`config.mk`:
```
export PLATFORM = sky130hd
export DESIGN_NAME = store_post_fifo
export DESIGN_NICKNAME = d
export VERILOG_FILES = /design/src/rtl/stq_pkg.sv /design/src/rtl/stq_ctrl.sv /design/src/rtl/stq_store.sv /design/src/rtl/store_post_fifo.sv
export SDC_FILE = /design/constraint.sdc
export NUM_CORES = 1
export LEC_CHECK = 0
export ABC_AREA = 1
export ABC_CLOCK_PERIOD_IN_PS = 5900
export BUFFER_PORTS_ARGS = -buffer_cell sky130_fd_sc_hd__buf_2
export CAP_MARGIN = 10
export CORE_ASPECT_RATIO = 0.75
export CORE_MARGIN = 1.5
export CORE_UTILIZATION = 63
export CTS_CLUSTER_DIAMETER = 100
export DETAILED_ROUTE_END_ITERATION = 6
export PLACE_DENSITY = 0.94
export SYNTH_ARGS = -nofsm -noshare
export SYNTH_HDL_FRONTEND = slang
export SYNTH_SLANG_ARGS = --single-unit
```
`constraint.sdc`:
```
create_clock -name clk -period 5.9 [get_ports clk]
set_clock_uncertainty 0.15 [all_clocks]
set_input_delay 0.59 -clock clk [delete_from_list [all_inputs] [get_ports clk]]
set_output_delay 0.59 -clock clk [all_outputs]
set_load 0.02 [all_outputs]
```
`src/rtl/stq_pkg.sv`:
```
// Shared widths and entry layout for the posted store queue.
// Assumes the memory side handles byte placement; the queue only carries codes.
package stq_pkg;
    localparam int DATA_W = 32;
    localparam int LSB_W  = 2;
    localparam int KIND_W = 3;

    // One queued word with its control bits
    typedef struct packed {
        logic [DATA_W-1:0] data;
        logic [LSB_W-1:0]  lsb;
        logic [KIND_W-1:0] kind;
    } stq_entry_t;

    localparam int ENTRY_W = $bits(stq_entry_t);
endpackage

```
`src/rtl/stq_ctrl.sv`:
```
// Occupancy and pointer control for the posted store queue.
// Computes push acceptance (one or two slots), pop acceptance, write
// pointers for both words of a double push, and the sticky underflow flag.
// Assumes DEPTH >= 2 so a double push can ever fit.
module stq_ctrl #(
    parameter int DEPTH = 4
) (
    input  logic                      clk,
    input  logic                      rst_n,
    input  logic                      push_valid,
    input  logic                      push_dbl,
    input  logic                      pop_req,
    output logic                      push_ready,
    output logic                      wr_en0,
    output logic                      wr_en1,
    output logic [$clog2(DEPTH)-1:0]  wr_ptr0,
    output logic [$clog2(DEPTH)-1:0]  wr_ptr1,
    output logic [$clog2(DEPTH)-1:0]  rd_ptr,
    output logic                      full,
    output logic                      empty,
    output logic                      underflow
);
    localparam int PTR_W = $clog2(DEPTH);
    localparam int CNT_W = $clog2(DEPTH + 1);

    logic [CNT_W-1:0] count;
    logic [CNT_W-1:0] free_slots;
    logic [CNT_W-1:0] n_push;
    logic [CNT_W-1:0] n_pop;
    logic [PTR_W-1:0] wr_ptr;
    logic             push_acc;
    logic             pop_acc;

    // Advance a slot index with wrap at DEPTH
    function automatic logic [PTR_W-1:0] ptr_inc(input logic [PTR_W-1:0] p);
        return (p == PTR_W'(DEPTH - 1)) ? '0 : p + PTR_W'(1);
    endfunction

    // Acceptance decisions from registered occupancy
    always_comb begin
        free_slots = CNT_W'(DEPTH) - count;
        push_ready = push_dbl ? (free_slots >= CNT_W'(2)) : (free_slots >= CNT_W'(1));
        push_acc   = push_valid & push_ready;
        pop_acc    = pop_req & ~empty;
        n_push     = push_acc ? (push_dbl ? CNT_W'(2) : CNT_W'(1)) : '0;
        n_pop      = pop_acc ? CNT_W'(1) : '0;
    end

    // Write strobes and slot addresses for both words
    always_comb begin
        wr_ptr0 = wr_ptr;
        wr_ptr1 = ptr_inc(wr_ptr);
        wr_en0  = push_acc;
        wr_en1  = push_acc & push_dbl;
    end

    // Status flags from occupancy
    always_comb begin
        full  = (count == CNT_W'(DEPTH));
        empty = (count == '0);
    end

    // Occupancy and pointer registers
    always_ff @(posedge clk) begin
        if (!rst_n) begin
            count  <= '0;
            wr_ptr <= '0;
            rd_ptr <= '0;
        end else begin
            count <= count + n_push - n_pop;
            if (push_acc)
                wr_ptr <= push_dbl ? ptr_inc(ptr_inc(wr_ptr)) : ptr_inc(wr_ptr);
            if (pop_acc)
                rd_ptr <= ptr_inc(rd_ptr);
        end
    end

    // Sticky record of a pop against an empty queue
    always_ff @(posedge clk) begin
        if (!rst_n)
            underflow <= 1'b0;
        else if (pop_req && empty)
            underflow <= 1'b1;
    end


    occupancy_limit_chk: assert property (@(posedge clk) disable iff (!rst_n)
        count <= CNT_W'(DEPTH));


    underflow_sticky_chk: assert property (@(posedge clk) disable iff (!rst_n)
        underflow |=> underflow);


    empty_pop_chk: assert property (@(posedge clk) disable iff (!rst_n)
        (pop_req && empty && !push_valid) |=> (underflow && empty && $stable(rd_ptr)));


    push_pop_count_chk: assert property (@(posedge clk) disable iff (!rst_n)
        (push_valid && push_ready && !push_dbl && pop_req && !empty) |=> $stable(count));
endmodule

```
`src/rtl/stq_store.sv`:
```
// Entry storage for the posted store queue.
// Writes up to two entries per cycle at distinct slots (the second only for
// a double push) and presents the slot selected by the read pointer.
// Assumes the controller never points both write ports at the same slot.
module stq_store
    import stq_pkg::*;
#(
    parameter int DEPTH = 4
) (
    input  logic                      clk,
    input  logic                      rst_n,
    input  logic                      wr_en0,
    input  logic                      wr_en1,
    input  logic [$clog2(DEPTH)-1:0]  wr_ptr0,
    input  logic [$clog2(DEPTH)-1:0]  wr_ptr1,
    input  stq_entry_t                wr_entry0,
    input  stq_entry_t                wr_entry1,
    input  logic [$clog2(DEPTH)-1:0]  rd_ptr,
    output stq_entry_t                rd_entry
);
    localparam int PTR_W = $clog2(DEPTH);

    stq_entry_t slots [DEPTH];

    generate
        for (genvar i = 0; i < DEPTH; i++) begin : g_slot
            logic hit0;
            logic hit1;
            // Decode which write port, if any, targets this slot
            always_comb begin
                hit0 = wr_en0 && (wr_ptr0 == PTR_W'(i));
                hit1 = wr_en1 && (wr_ptr1 == PTR_W'(i));
            end
            // Slot register update
            always_ff @(posedge clk) begin
                if (!rst_n)
                    slots[i] <= '0;
                else if (hit0)
                    slots[i] <= wr_entry0;
                else if (hit1)
                    slots[i] <= wr_entry1;
            end
        end
    endgenerate

    // Head read mux
    always_comb rd_entry = slots[rd_ptr];


    split_slots_chk: assert property (@(posedge clk) disable iff (!rst_n)
        (wr_en0 && wr_en1) |-> (wr_ptr0 != wr_ptr1));
endmodule

```
`src/rtl/store_post_fifo.sv`:
```
// Posted store queue: accepts single or double-word stores from the issue
// side and releases them one word at a time on memory-side request.
// A double push becomes two entries sharing address bits and type code.
// Assumes the memory side aligns data itself.
module store_post_fifo
    import stq_pkg::*;
#(
    parameter int DEPTH = 4
) (
    input  logic              clk,
    input  logic              rst_n,
    input  logic              push_valid,
    input  logic              push_dbl,
    input  logic [31:0]       push_data0,
    input  logic [31:0]       push_data1,
    input  logic [1:0]        push_lsb,
    input  logic [2:0]        push_kind,
    output logic              push_ready,
    output logic              head_valid,
    output logic [31:0]       head_data,
    output logic [1:0]        head_lsb,
    output logic [2:0]        head_kind,
    input  logic              pop_req,
    output logic              full,
    output logic              empty,
    output logic              underflow
);
    localparam int PTR_W = $clog2(DEPTH);

    logic             wr_en0;
    logic             wr_en1;
    logic [PTR_W-1:0] wr_ptr0;
    logic [PTR_W-1:0] wr_ptr1;
    logic [PTR_W-1:0] rd_ptr;
    stq_entry_t       entry0;
    stq_entry_t       entry1;
    stq_entry_t       head;

    // Build both entries from one push; control bits are shared
    always_comb begin
        entry0.data = push_data0;
        entry0.lsb  = push_lsb;
        entry0.kind = push_kind;
        entry1.data = push_data1;
        entry1.lsb  = push_lsb;
        entry1.kind = push_kind;
    end

    stq_ctrl #(.DEPTH(DEPTH)) u_ctrl (
        .clk        (clk),
        .rst_n      (rst_n),
        .push_valid (push_valid),
        .push_dbl   (push_dbl),
        .pop_req    (pop_req),
        .push_ready (push_ready),
        .wr_en0     (wr_en0),
        .wr_en1     (wr_en1),
        .wr_ptr0    (wr_ptr0),
        .wr_ptr1    (wr_ptr1),
        .rd_ptr     (rd_ptr),
        .full       (full),
        .empty      (empty),
        .underflow  (underflow)
    );

    stq_store #(.DEPTH(DEPTH)) u_store (
        .clk       (clk),
        .rst_n     (rst_n),
        .wr_en0    (wr_en0),
        .wr_en1    (wr_en1),
        .wr_ptr0   (wr_ptr0),
        .wr_ptr1   (wr_ptr1),
        .wr_entry0 (entry0),
        .wr_entry1 (entry1),
        .rd_ptr    (rd_ptr),
        .rd_entry  (head)
    );

    // Head outputs straight from the selected slot
    always_comb begin
        head_valid = ~empty;
        head_data  = head.data;
        head_lsb   = head.lsb;
        head_kind  = head.kind;
    end


    full_refuse_chk: assert property (@(posedge clk) disable iff (!rst_n)
        full |-> !push_ready);


    head_hold_chk: assert property (@(posedge clk) disable iff (!rst_n)
        (head_valid && !pop_req) |=> (head_valid && $stable(head_data) && $stable(head_kind)));


    first_word_chk: assert property (@(posedge clk) disable iff (!rst_n)
        (push_valid && push_ready && empty && !pop_req) |=>
            (head_data == $past(push_data0) && head_lsb == $past(push_lsb)));
endmodule

```
==> impl_metrics.ini <==
[logic_synthesis]
syn_area_mm2 = 0.00846
syn_nets = 1079
syn_avg_cell_area_um2 = 8.54
syn_inst = 990
netlist-cell-type-count = 29
synth_seq_cells = 158
yosysWarnings = 0
ys_seq_area_share_pct = 54.9

[grt]
grt_pass1_wl_um = 33400
grt_overflow_total = 0
grt_use_met3_pct = 5.02
grt_max_degree = 76
grt_pass1_vias = 6675
grt_use_met2_pct = 52.6
busiest_layer = met2
use_met1_pct = 41.8
antenna_found_initial = 0
grtUsageTotal_pct = 31.4

[floorplanning]
start_util_pct = 64.7
die-area_mm2 = 0.0141
core_area_mm2 = 0.0131
io_pins = 116
die_x_um = 137
fp.dieH_um = 103
row_count = 36

[cts]
ctsHoldBuffers = 0
cts_buffers = 17
cts_sinks = 158
cts-root-buf = clkbuf_16
post_cts_buffers = 0
htree_levels = 4
clk_latency_ns = 0.42
cts_tree = built
cts.clk_slew.worst_paths_ns = 0.06
postCtsResizedCells = 0
cts_buffer_depth = 2

[place]
place.gp.congestion = 0.837
preCtsSetupSlack_ns = 1.75
place_hpwl_um = 12300
port_buffers = 115
place_inst = 1227

[critical_path]
worstPathArrival_ns = 3.98
start_kind = flop
r2r_cells = 11
worst_ep_required_time_ns = 5.70
regToRegSetupSlack_ns = 1.72
r2r_end = u_store.slots[2][24]$_SDFFCE_PN0P_
cp-startpoint = u_ctrl.count[0]$_SDFF_PN0_
crit_path_end = u_store.slots[2][24]$_SDFFCE_PN0P_
crit_path_end_kind = flop
critPathKind = reg2reg
regToRegStartpoint = u_ctrl.count[0]$_SDFF_PN0_
path_max_fanout = 65

[timing]
timing.fmax_mhz = 239
fin_crit_sh_pct = 70.8
finalSetupTns_ns = 0
drv_slew = 0
timing.final.ws_setup_ns = 1.72
setup_viol = 0
worstMarginPinSlew_ns = 1.29
hold_viol = 0
fin_crit_ns = 4.18
rsz0062_at_grt = false
slew_headroom_pct = 14.0

[routing]
vias = 7245
dr.pass1.iters = 5
drt-total-wl_um = 21400
routedWlPerCell_um = 17.0
drt_drc_violations_left = 0
vias_per_cell = 5.75
drt_iter0_drc = 913
antenna_left = 0

[power]
power_frac_seq_pct = 38.6
leakage_nw = 4.59
power.density_mw_per_mm2 = 444
vdd_drop_max_mv = 0.415
p_sw_share_pct = 38.1
p_switching_mw = 1.61
p_clk_share_pct = 24.9
comb_power_share_pct = 36.5
internal-power_mw = 2.62

[cells_and_area]
layout_commonest_cell = nand2_1
area_delta_synth_final_pct = 12.7
final_cell_mix = nand2_1 (406), nor2_1 (150), edfxtp_1 (148), buf_2 (115), o21ai_0 (77)
final_nets = 1164
layout.cells.non_filler = 1259
diodes = 0
final_layout_size_suffix_gt1_share_pct = 16.4

[hold_path]
hold_class = in2reg
hold_depth = 3

[outcome]
status = finished, final reports clean

[flow_run]
drv_cap = 0
-- per-stage QoR --
| step | util, % | hold slack (ns) | area (µm²) | power (mW) |
|---|---|---|---|---|
| CTS | 72.9 | 0.275 | 9530 | 4.23 |
| global placement | 68.7 | 0.303 | 8970 | 3.11 |
| finish | 72.9 | 0.274 | 9530 | 4.24 |
| floorplan | - | 0.331 | 8460 | 2.70 |
| detailed placement | 68.7 | 0.303 | 8970 | 3.18 |
| global route | 72.9 | 0.326 | 9530 | 4.44 |
-- how the worst min path moves through the flow --
stage                                       start                            end  slack, ns
floorplan           u_ctrl.rd_ptr[1]$_SDFFE_PN0P_                           flop       0.33
global placement    u_ctrl.underflow$_SDFFE_PN0P_  u_ctrl.underflow$_SDFFE_PN0P_       0.30
detailed placement  u_ctrl.underflow$_SDFFE_PN0P_  u_ctrl.underflow$_SDFFE_PN0P_       0.30
CTS                                       pop_req  u_ctrl.underflow$_SDFFE_PN0P_       0.27
global route                              pop_req  u_ctrl.underflow$_SDFFE_PN0P_       0.33
finish                                    pop_req  u_ctrl.underflow$_SDFFE_PN0P_       0.27
-- per-layer routing --
| layer | routed length, µm | share of wire [%] | vias to the layer above |
|---|---|---|---|
| met5 | 0 | 0 | - |
| met2 | 10300 | 48 | 498 |
| met3 | 2550 | 12 | 45 |
| met4 | 470 | 2.2 | 0 |
| li1 | - | - | 3383 |
| met1 | 8180 | 38 | 3319 |
-- sequential cells by signal (all words and copies together), names as in the netlist, named ones only --
register	count
u_ctrl.underflow	1
u_ctrl.wr_ptr0	2
u_ctrl.count	3
u_ctrl.rd_ptr	2
u_store.slots	148
-- power groups by stage --
stage	sequential [mW]	combinational, mW	clock, mW
after floorplan	1.64	1.06	0
after global placement	1.64	1.47	0
after detailed placement	1.65	1.52	0
after CTS	1.63	1.54	1.05
after global routing	1.66	1.69	1.09
final	1.64	1.55	1.05
-- cells in the mapped netlist --
cell type / count / area [µm²]
xor2_1: 2 / 17.5
nor2_4: 4 / 45.0
ha_1: 14 / 175
nand3_2: 1 / 10.0
buf_2: 16 / 80.1
nor2_8: 3 / 60.1
buf_6: 14 / 158
xnor2_1: 2 / 17.5
dfxtp_1: 10 / 200
clkbuf_1: 21 / 78.8
nand2_8: 1 / 20.0
edfxtp_1: 148 / 4440
nand4_1: 1 / 6.26
nor2_1: 150 / 563
nand3_1: 3 / 15.0
nand2_1: 407 / 1530
o22ai_1: 37 / 231
nand4_2: 4 / 50.1
fa_1: 1 / 20.0
a21oi_1: 3 / 15.0
o211a_1: 1 / 10.0
inv_1: 56 / 210
o21ai_0: 77 / 385
nand2_4: 1 / 11.3
o21ai_2: 1 / 8.76
nand2_2: 5 / 31.3
inv_2: 2 / 7.51
buf_4: 3 / 22.5
nand3_4: 2 / 35.0
-- area by class of cell --
class                   instances  area, µm²
flip-flops and latches        158       4650
fillers                       926       3530
multi-input cells             720       3280
repair buffers                120        613
clock buffers                  18        429
inverters                      58        218
well taps                     171        214
clock inverters                14        126
-- worst max-delay path, stage by stage, from the launching register on --
cell	delay, ns
dfxtp_1	0.37
inv_1	0.09
ha_1	0.22
ha_1	0.27
nand2_1	0.09
nor2_4	0.16
nand2_8	0.12
nand4_4	0.08
buf_4	0.52
nand2_2	0.62
inv_1	0.40
nand2_2	0.59
-- cells by family after synthesis --
kind of cell | after synthesis | share of synthesized area [%]
and+or+nand+nor | 582 | 28.1
adders and majority gates | 15 | 2.31
xor gates and xnor gates | 4 | 0.414
buffers and inverters | 112 | 6.58
AOI/OAI and AO/OA | 119 | 7.69
DFF | 158 | 54.9
Power figures use the tool's default switching activity.
